### src/rtl/burst_addr_pkg.sv
package burst_addr_pkg;
    localparam int BEAT_W = 2;
    localparam int BEATS  = 1 << BEAT_W;

    typedef logic [BEAT_W-1:0] beat_t;

    typedef enum logic {
        ORD_LINEAR     = 1'b0,
        ORD_INTERLEAVE = 1'b1
    } order_e;

    typedef struct packed {
        beat_t seed;
        beat_t count;
    } burst_state_t;

    function automatic beat_t order_low(order_e ord, beat_t seed, beat_t count);
        beat_t r;
        case (ord)
            ORD_INTERLEAVE: r = seed ^ count;
            default:        r = seed + count;
        endcase
        return r;
    endfunction
endpackage

### src/rtl/burst_beat_ctr.sv
module burst_beat_ctr
    import burst_addr_pkg::*;
(
    input  logic         clk,
    input  logic         rst,
    input  logic         load,
    input  logic         adv_n,
    input  beat_t        seed_in,
    output burst_state_t state
);
    burst_state_t state_q;

    always_ff @(posedge clk) begin
        if (rst) begin
            state_q <= '0;
        end else if (load) begin
            state_q.seed  <= seed_in;
            state_q.count <= '0;
        end else if (!adv_n) begin
            state_q.count <= state_q.count + beat_t'(1);
        end
    end

    assign state = state_q;


    load_restart_chk: assert property (@(posedge clk) disable iff (rst)
        load |=> (state.count == '0 && state.seed == $past(seed_in)));


    suspend_hold_chk: assert property (@(posedge clk) disable iff (rst)
        (!load && adv_n) |=> $stable(state));


    seed_kept_chk: assert property (@(posedge clk) disable iff (rst)
        !load |=> $stable(state.seed));
endmodule

### src/rtl/burst_order_map.sv
module burst_order_map
    import burst_addr_pkg::*;
(
    input  order_e       ord,
    input  burst_state_t state,
    output beat_t        low
);
    assign low = order_low(ord, state.seed, state.count);
endmodule

### src/rtl/burst_upper_reg.sv
module burst_upper_reg #(
    parameter int UP_W = 18
) (
    input  logic            clk,
    input  logic            rst,
    input  logic            load,
    input  logic [UP_W-1:0] d,
    output logic [UP_W-1:0] q
);
    always_ff @(posedge clk) begin
        if (rst)       q <= '0;
        else if (load) q <= d;
    end


    upper_hold_chk: assert property (@(posedge clk) disable iff (rst)
        !load |=> $stable(q));
endmodule

### src/rtl/burst_addr_gen.sv
module burst_addr_gen
    import burst_addr_pkg::*;
#(
    parameter int ADDR_W = 20
) (
    input  logic              clk,
    input  logic              rst,
    input  logic              load,
    input  logic              adv_n,
    input  logic              mode,
    input  logic [ADDR_W-1:0] addr_in,
    output logic [ADDR_W-1:0] burst_addr
);
    localparam int UP_W = ADDR_W - BEAT_W;

    order_e             ord;
    burst_state_t       state;
    beat_t              low;
    logic [UP_W-1:0]    upper;

    assign ord = order_e'(mode);

    burst_beat_ctr u_beat (
        .clk     (clk),
        .rst     (rst),
        .load    (load),
        .adv_n   (adv_n),
        .seed_in (addr_in[BEAT_W-1:0]),
        .state   (state)
    );

    burst_order_map u_map (
        .ord   (ord),
        .state (state),
        .low   (low)
    );

    burst_upper_reg #(.UP_W(UP_W)) u_upper (
        .clk  (clk),
        .rst  (rst),
        .load (load),
        .d    (addr_in[ADDR_W-1:BEAT_W]),
        .q    (upper)
    );

    assign burst_addr = {upper, low};


    load_capture_chk: assert property (@(posedge clk) disable iff (rst)
        load |=> (burst_addr == $past(addr_in)));


    reset_zero_chk: assert property (@(posedge clk)
        rst |=> (burst_addr == '0));
endmodule

### config.mk
export PLATFORM = sky130hd
export DESIGN_NAME = burst_addr_gen
export DESIGN_NICKNAME = d
export VERILOG_FILES = /design/src/rtl/burst_addr_pkg.sv /design/src/rtl/burst_beat_ctr.sv /design/src/rtl/burst_order_map.sv /design/src/rtl/burst_upper_reg.sv /design/src/rtl/burst_addr_gen.sv
export SDC_FILE = /design/constraint.sdc
export NUM_CORES = 1
export LEC_CHECK = 0
export ABC_AREA = 1
export BUFFER_PORTS_ARGS = -buffer_cell sky130_fd_sc_hd__buf_4
export CAP_MARGIN = 40
export CORE_MARGIN = 3
export CORE_UTILIZATION = 45
export DETAILED_ROUTE_END_ITERATION = 12
export PLACE_DENSITY = 0.75
export SLEW_MARGIN = 20
export SYNTH_ARGS = -nofsm -noshare
export SYNTH_HDL_FRONTEND = slang
export SYNTH_HIERARCHICAL = 1
export SYNTH_SLANG_ARGS = --single-unit
### constraint.sdc
create_clock -name clk -period 1.2 [get_ports clk]
set_clock_uncertainty 0.15 [all_clocks]
set_input_delay 0.12 -clock clk [delete_from_list [all_inputs] [get_ports clk]]
set_output_delay 0.12 -clock clk [all_outputs]
set_load 0.05 [all_outputs]
==> metrics, run 1 <==
Final Hold Slack=0.0923 ns; H-Tree Depth=1; drt pass-1 iters=7; Die X=52.7 um; Fin. Hold Viols=0; Synth Warn #=6; Leak Pwr=0.859 nW; Clock transition at path regs=0.12 ns; Num Clock Sinks=22; Top Ports=45; RSZ-0062 raised after global routing=true; vias per cell=4.23; pin count of the biggest net entering global routing=41; clk_lat worst skew=0.29 ns; Setup TNS=-0.502 ns; Final Critical Period=1.58 ns; worst hold path class=in2reg; Syn Area/Cell=6.53 um2; Total Power=1.72 mW; P per Cell Area=1080 mW/mm2; Detailed Place HPWL=1450 um; Die Y=52.7 um; CTS Root Cell=clkbuf_4; VDD IR max=971 uV; worst-path fanout max=2; number of global-route vias before repair=920; most frequent cells in the layout=nand2_1, buf_4, nor2_1, inv_1, dlygate4sd3_1; FF+latch count, synth=22; starting density of the core=48.9%; Max-slew headroom=75.4%; Critical Path AT=1.31 ns; cells on worst reg2reg path=3; Crit Path Class=reg2out; hold depth=3; outcome=complete, but fails checks; Post-Synthesis Cell Area=980 um2; Routed Antenna Nets=0; Net Count, Synth=176; initial antenna violation count=0; routed vias=1,029; Total Routing Usage GR=19.5%; PortBufs=44; CTS buffer count=3; final worst slack=-0.384 ns; failing checks=negative setup slack; die area=0.00277 mm2; WL per Instance=10.2 um; Yosys cell types=12; Final nets=243; final cycle utilization of the critical path=132%; Core Footprint=0.00200 mm2; startpoint types=flop; ANT cells=0; worst-margin pin slew=0.368 ns; sequential element share of the synthesized area=45.0%; Critical Path Sink Type=primary output; first-pass GRT wire length=3990 um; fmax=0.631 GHz; Final Max Slew Viols=0; layout cells sized above 1=27.3%; worst endpoint required time=0.93 ns; maximum clock path buffer count=2; max_cap viols=0; post-CTS setup buffer count=0; Setup violations, final=2; total grt overflow=0; Initial DRC Count=14; final wirelength=2490 um; drt drc=0; Post-Syn Instances=150; commonest non-fill, non-tap cell in the layout=nand2_1; CTS tree=built; area delta synth->final=62.3%; cell row count=16; Placer Congestion=0.698
cell type report:
class / instances / area, um2
clock buffer: 4 / 36.3
fill: 140 / 412
inverter: 27 / 106
multi-input combinational: 96 / 400
sequential: 22 / 444
tap: 27 / 33.8
timing repair buffer: 67 / 569
critical path, stage by stage, from the launching register on:
cell        delay (ns)
dfxtp_2           0.37
ha_4              0.13
inv_1             0.03
nor2_1            0.07
nand3_1           0.10
nand2_2           0.09
clkinvlp_4        0.08
buf_6             0.15
logic make-up (layout without fill, tap and decap cells):
group           Yosys count  count (layout)  share of synthesized area, %
compound gates            4               4                          2.04
buf+inv                  32              98                          15.7
fa+ha+maj                 1               1                          1.28
flops                    22              22                          45.0
simple gates             91              91                          36.0
path summary, 6_finish.rpt:
path,startpoint,to,slack (ns)
hold reg to reg,u_upper/q[4],u_upper/q[4],0.33
setup / recovery,u_beat/state[2],burst_addr[1],-0.38
hold / removal,load,u_beat/state[2],0.09
setup reg to reg,u_beat/state[0],u_beat/state[1],0.26
synth_stat cells:
library cell	instances	area (um2)
buf_4	1	7.51
nand3_1	3	15.0
nand2_1	47	176
dfxtp_1	22	440
nor2_1	38	143
inv_1	26	97.6
o21ai_1	1	5.00
buf_6	4	45.0
ha_1	1	12.5
nor2_2	3	18.8
inv_2	1	3.75
a21oi_1	3	15.0
flip-flops by register name, indices dropped and copies added (netlist names):
| register | count |
|---|---|
| u_beat/state | 4 |
| u_upper/q | 18 |
routing by layer:
layer  wire length, um  vias up  track usage [%]
met1              1040      439             21.5
met4                14        0             5.96
met3               115        2             3.70
met2              1320       28             37.0
li1                  -      560                -
met5                 0        -                0
through the flow:
stage	std cells	setup slack [ns]	util, %	area, um2
global placement	217	-0.0527	65.8	1320
finish	243	-0.384	79.4	1590
floorplan	150	-0.0513	-	998
global route	243	-0.456	79.4	1590
CTS	243	-0.393	79.3	1590
detailed placement	217	-0.0862	65.8	1320
power breakdown:
group	internal, mW	switching (mW)
Sequential	0.779	0.0273
Clock	0.185	0.217
Combinational	0.213	0.303
timing repair:
| item | 4_1_cts | 5_1_grt |
|---|---|---|
| pin swaps | 1 | 0 |
| hold endpoints to repair | 22 | 0 |
| setup endpoints to repair | 2 | 5 |
| hold buffers | 22 | 0 |
| gates resized for setup | 4 | 2 |
Power figures use the tool's default switching activity.
==> run 2, diff against run 1 <==
--- a/config.mk
+++ b/config.mk
@@ -8,7 +8,7 @@
 export ABC_AREA = 1
 export BUFFER_PORTS_ARGS = -buffer_cell sky130_fd_sc_hd__buf_4
 export CAP_MARGIN = 40
-export CORE_MARGIN = 3
+export CORE_MARGIN = 2
 export CORE_UTILIZATION = 45
 export DETAILED_ROUTE_END_ITERATION = 12
 export PLACE_DENSITY = 0.75
==> metrics, run 2 (synthesis gave the netlist of run 1 again) <==
most frequent cells in the layout=nand2_1, buf_4, nor2_1, inv_1, dlygate4sd3_1; Sw Share=31.9%; max reg flops=18; cells on worst reg2reg path=3; startpoint types=flop; Detailed Place HPWL=1530 um; Clock transition at path regs=0.11 ns; CTS tree=built; initial antenna violation count=0; Total Routing Usage GR=21.5%; Initial DRC Count=16; GR peak layer=met2; Final nets=243; M1 GR Usage=22.8%; Internal Power=1.18 mW; P per Cell Area=1090 mW/mm2; WHS Endpoint=u_beat/state[2]; Die X=50.7 um; worst-path fanout max=2; first-pass GRT wire length=4190 um; area delta synth->final=62.3%; Critical Path Sink Type=primary output; flop2flop setup slack=0.23 ns; H-Tree Depth=1; post-CTS setup buffer count=0; max_cap viols=0; combinational share of power=29.9%; Final Max Slew Viols=0; Routed Antenna Nets=0; Die Y=50.7 um; pin count of the biggest net entering global routing=41; starting density of the core=48.9%; ANT cells=0; cell area after layout=0.00159 mm2; Clk pwr share=23.4%; sw power=0.552 mW; layout cells sized above 1=26.9%; met3 GRT Util=2.38%; hold path start=load; most flop-heavy register=u_upper/q; Placer Congestion=0.787; drt drc=0; placed inst area=0.00132 mm2; worst endpoint required time=0.93 ns; VDD IR max=762 uV; maximum clock path buffer count=2; routed vias=1,055; Max-slew headroom=75.4%; FF-to-FF Start=u_beat/state[0]; CTS Root Cell=clkbuf_4; Setup violations, final=2; final cycle utilization of the critical path=132%; die area=0.00257 mm2; clk_lat worst skew=0.30 ns; hold depth=3; Final Critical Period=1.58 ns; Fin. Hold Viols=0; drt pass-1 iters=4; Setup TNS=-0.506 ns; vias per cell=4.34; Setup Slack @ Placement=-0.0915 ns; share of power burned in registers=46.7%; Top Ports=45; cell row count=16; worst-margin pin slew=0.369 ns; Critical Path AT=1.31 ns; number of global-route vias before repair=1,019; RSZ-0062 raised after global routing=true; commonest non-fill, non-tap cell in the layout=nand2_1; Num Clock Sinks=22; CTS buffer count=3; failing checks=negative setup slack; final worst slack=-0.380 ns; met2 usage=41.4%; outcome=complete, but fails checks; total grt overflow=0; Core Footprint=0.00200 mm2; worst hold path class=in2reg; final wirelength=2530 um; Leak Pwr=0.859 nW; fmax=0.633 GHz; PortBufs=44; WL per Instance=10.4 um; Crit Path Class=reg2out; Worst R2R End=u_beat/state[1]
==> run 2: changes by cell type in the layout (fill, tap and decap cells not counted) <==
cell / delta
inv_4: +1
dfxtp_2: -1
dfxtp_1: +1
clkinv_2: -1
==> run 2: metrics by stage <==
stage	cells	util, %	hold WS, ns	power [mW]
5_1_grt	243	79.4	0.116	1.81
6_report	243	79.4	0.0939	1.73
2_1_floorplan	150	-	0.0317	1.12
3_5_place_dp	217	65.8	0.167	1.27
4_1_cts	243	79.3	0.0804	1.74
3_3_place_gp	217	65.8	0.162	1.25
==> run 2: what timing repair did <==
item	CTS	global route
gates resized for setup	4	2
endpoints found under the setup margin	2	8
hold buffers	22	0
hold endpoints to repair	22	0
pin swaps	1	0
==> run 2: metal layers <==
| layer | part of all wire, % | wire, um |
|---|---|---|
| met5 | 0 | 0 |
| met3 | 4.0 | 100 |
| met2 | 53 | 1340 |
| met4 | 1.5 | 38 |
| met1 | 41 | 1050 |
==> run 2: worst max path at each step <==
stage,to,startpoint,cells past startpoint,slack [ns]
final,burst_addr[1],u_beat/state[2],7,-0.38
after global routing,burst_addr[1],u_beat/state[2],7,-0.49
after CTS,burst_addr[1],u_beat/state[2],7,-0.39
after detailed placement,burst_addr[1],u_beat/state[2],7,-0.09
after global placement,burst_addr[1],u_beat/state[2],7,-0.05
after floorplan,burst_addr[1],u_beat/state[0],6,-0.05
==> run 2: layout make-up <==
class / count / area (um2)
sequential: 22 / 443
clock buffer: 4 / 36.3
fill: 158 / 412
timing repair buffer: 67 / 569
tap: 27 / 33.8
multi-input combinational: 96 / 400
inverter: 27 / 108
==> run 2: critical path, cell delays in order, from the launching register on <==
cell and delay (ns):
dfxtp_2 0.37, ha_4 0.13, inv_1 0.04, nor2_1 0.07, nand3_1 0.08, nand2_2 0.09, clkinvlp_4 0.08, buf_6 0.15
==> run 2: power by group through the flow <==
stage | Combinational, mW | Clock (mW) | Sequential, mW
2_1_floorplan | 0.159 | 0 | 0.966
3_3_place_gp | 0.435 | 0 | 0.820
3_5_place_dp | 0.444 | 0 | 0.823
4_1_cts | 0.512 | 0.425 | 0.807
5_1_grt | 0.557 | 0.437 | 0.813
6_report | 0.518 | 0.405 | 0.808
==> run 3, diff against run 2 <==
--- a/config.mk
+++ b/config.mk
@@ -5,11 +5,11 @@
 export SDC_FILE = /design/constraint.sdc
 export NUM_CORES = 1
 export LEC_CHECK = 0
-export ABC_AREA = 1
 export BUFFER_PORTS_ARGS = -buffer_cell sky130_fd_sc_hd__buf_4
 export CAP_MARGIN = 40
 export CORE_MARGIN = 2
-export CORE_UTILIZATION = 45
+export CORE_UTILIZATION = 43
+export CTS_CLUSTER_SIZE = 12
 export DETAILED_ROUTE_END_ITERATION = 12
 export PLACE_DENSITY = 0.75
 export SLEW_MARGIN = 20
==> metrics, run 3 <==
outcome=complete, but fails checks; final worst slack=-0.398 ns; Critical Path Sink Type=primary output; WHS Endpoint=u_beat/state[0]; highest cell delay on the worst timing path=0.38 ns; Worst R2R End=u_beat/state[1]; Max-slew headroom=76.1%; RSZ-0062 raised after global routing=true; cell row count=16; Placer Congestion=0.687; synth cell count leaders=dfxtp_1, mux2i_1, nor2_1, xnor2_1; DP Cell Count=144; startpoint types=flop; H-Tree Depth=1; Detailed Place HPWL=1240 um; initial antenna violation count=0; Synth area leaders=dfxtp_1, mux2i_1, nor2_1; area taken by flip-flops and latches=443 um2; crit-path cells=ha_4 > nor2b_4 > xnor2_4 > buf_6; Sw Share=27.7%; combinational share of power=25.6%; PortBufs=44; number of synthesized flops with an enable pin=0; cells on worst reg2reg path=4; most flop-heavy register=u_upper/q; hold depth=2; drt drc=0; Final Core Density=79.8%; routed vias=771; CTS buffer count=3; worst endpoint required time=0.93 ns; Die Y=48.4 um; drt pass-1 iters=4; flop2flop setup slack=0.11 ns; Synth top area share=52.0%; Internal Power=1.33 mW; share of power burned in registers=43.5%; Critical Path AT=1.33 ns; Total Routing Usage GR=21.4%; most frequent cells in the layout=buf_4, dlygate4sd3_1, mux2i_1, nor2_1, dfxtp_1; sequential element share of the synthesized area=52.0%; max reg flops=18; Initial DRC Count=4; die area=0.00234 mm2; WL per Instance=13.0 um; Final Hold Slack=0.0920 ns; Yosys cell types=14; most frequent cell after synthesis=dfxtp_1; Syn Area/Cell=11.3 um2; first-pass GRT wire length=3800 um; Final nets=171; Net Count, Synth=101; Leak Pwr=0.729 nW; worst hold path class=in2reg; pin count of the biggest net entering global routing=23; Top Ports=45; ANT cells=0; clk_lat worst skew=0.31 ns; Post-Syn Instances=75; worst-margin pin slew=0.359 ns; Total Power=1.83 mW; Setup crit start=u_beat/state[2]; CTS Root Cell=clkbuf_4; Fin. Hold Viols=0; Setup violations, final=2; final wirelength=2220 um; Synth Warn #=6; total grt overflow=0; layout cells sized above 1=41.7%; Core Footprint=0.00190 mm2; maximum clock path buffer count=2; final cycle utilization of the critical path=133%; hold path start=load; FF-to-FF Start=u_beat/state[0]; Clock transition at path regs=0.13 ns; Num Clock Sinks=22; Final Max Slew Viols=0; Die X=48.4 um; Setup TNS=-0.535 ns; CP max stage cell=dfxtp_2; max_cap viols=0; Post-synth top flop=dfxtp_1; # fillers=123; area delta synth->final=79.2%; Yosys top cell by area=dfxtp_1; WP buf/inv=1; commonest non-fill, non-tap cell in the layout=buf_4; fmax=0.626 GHz; final non-filler cell total=171; ys async rst share=0%; vias per cell=4.51; failing checks=negative setup slack; sw power=0.508 mW; Post-Synthesis Cell Area=847 um2; VDD IR max=874 uV; P per Cell Area=1210 mW/mm2; FF+latch count, synth=22; number of global-route vias before repair=822; Crit Path Class=reg2out; Routed Antenna Nets=0; CTS tree=built; Final Critical Period=1.60 ns; Clk pwr share=30.9%; worst-path fanout max=2; area occupied by multi-input gates=404 um2; starting density of the core=44.5%; CP delay by family, top=flip-flops
[run 3: layout make-up]
| type | count | area share, % |
|---|---|---|
| Tap cell | 27 | 2.23 |
| Multi-Input combinational cell | 49 | 26.6 |
| Clock buffer | 3 | 1.48 |
| Clock inverter | 1 | 1.98 |
| Sequential cell | 22 | 29.2 |
| Timing Repair Buffer | 69 | 38.5 |
[run 3: cell families after synthesis]
logic type	count (synthesis)	synth area share [%]
flops	22	52.0
xor+xnor	3	3.10
mux	20	23.6
buf+inv	4	4.87
simple gates	25	14.9
fa+ha+maj	1	1.48
[run 3: stage by stage]
step	cell area (um2)	worst slack [ns]
3_5_place_dp	1210	-0.0964
5_1_grt	1520	-0.447
2_1_floorplan	877	-0.0166
6_report	1520	-0.398
4_1_cts	1520	-0.395
3_3_place_gp	1210	-0.0447
[run 3: worst max path at each step]
stage                               end  cells after the start
after floorplan           burst_addr[1]                      3
after global placement    burst_addr[1]                      4
after detailed placement  burst_addr[1]                      4
after CTS                 burst_addr[1]                      4
after global routing      burst_addr[1]                      4
final                     burst_addr[1]                      4
[run 3: power by group through the flow]
stage               registers [mW]  clock network (mW)  logic (mW)
floorplan                    0.933                   0       0.135
global placement             0.809                   0       0.390
detailed placement           0.811                   0       0.396
CTS                          0.797               0.575       0.468
global route                 0.803               0.617       0.496
finish                       0.798               0.567       0.470
[run 3: repair_timing]
action / 4_1_cts / 5_1_grt
endpoints found under the setup margin: 2 / 2
resized for setup: 5 / 0
pin swaps: 2 / 2
hold buffers: 22 / 0
hold endpoints to repair: 21 / 0
buffers inserted: 1 / 0
[run 3: layer usage]
| layer | global-route usage, % | part of all wire, % |
|---|---|---|
| met3 | 4.63 | 5.1 |
| met5 | 0 | 0 |
| met2 | 40.5 | 54 |
| met4 | 8.57 | 1.5 |
| met1 | 22.9 | 39 |
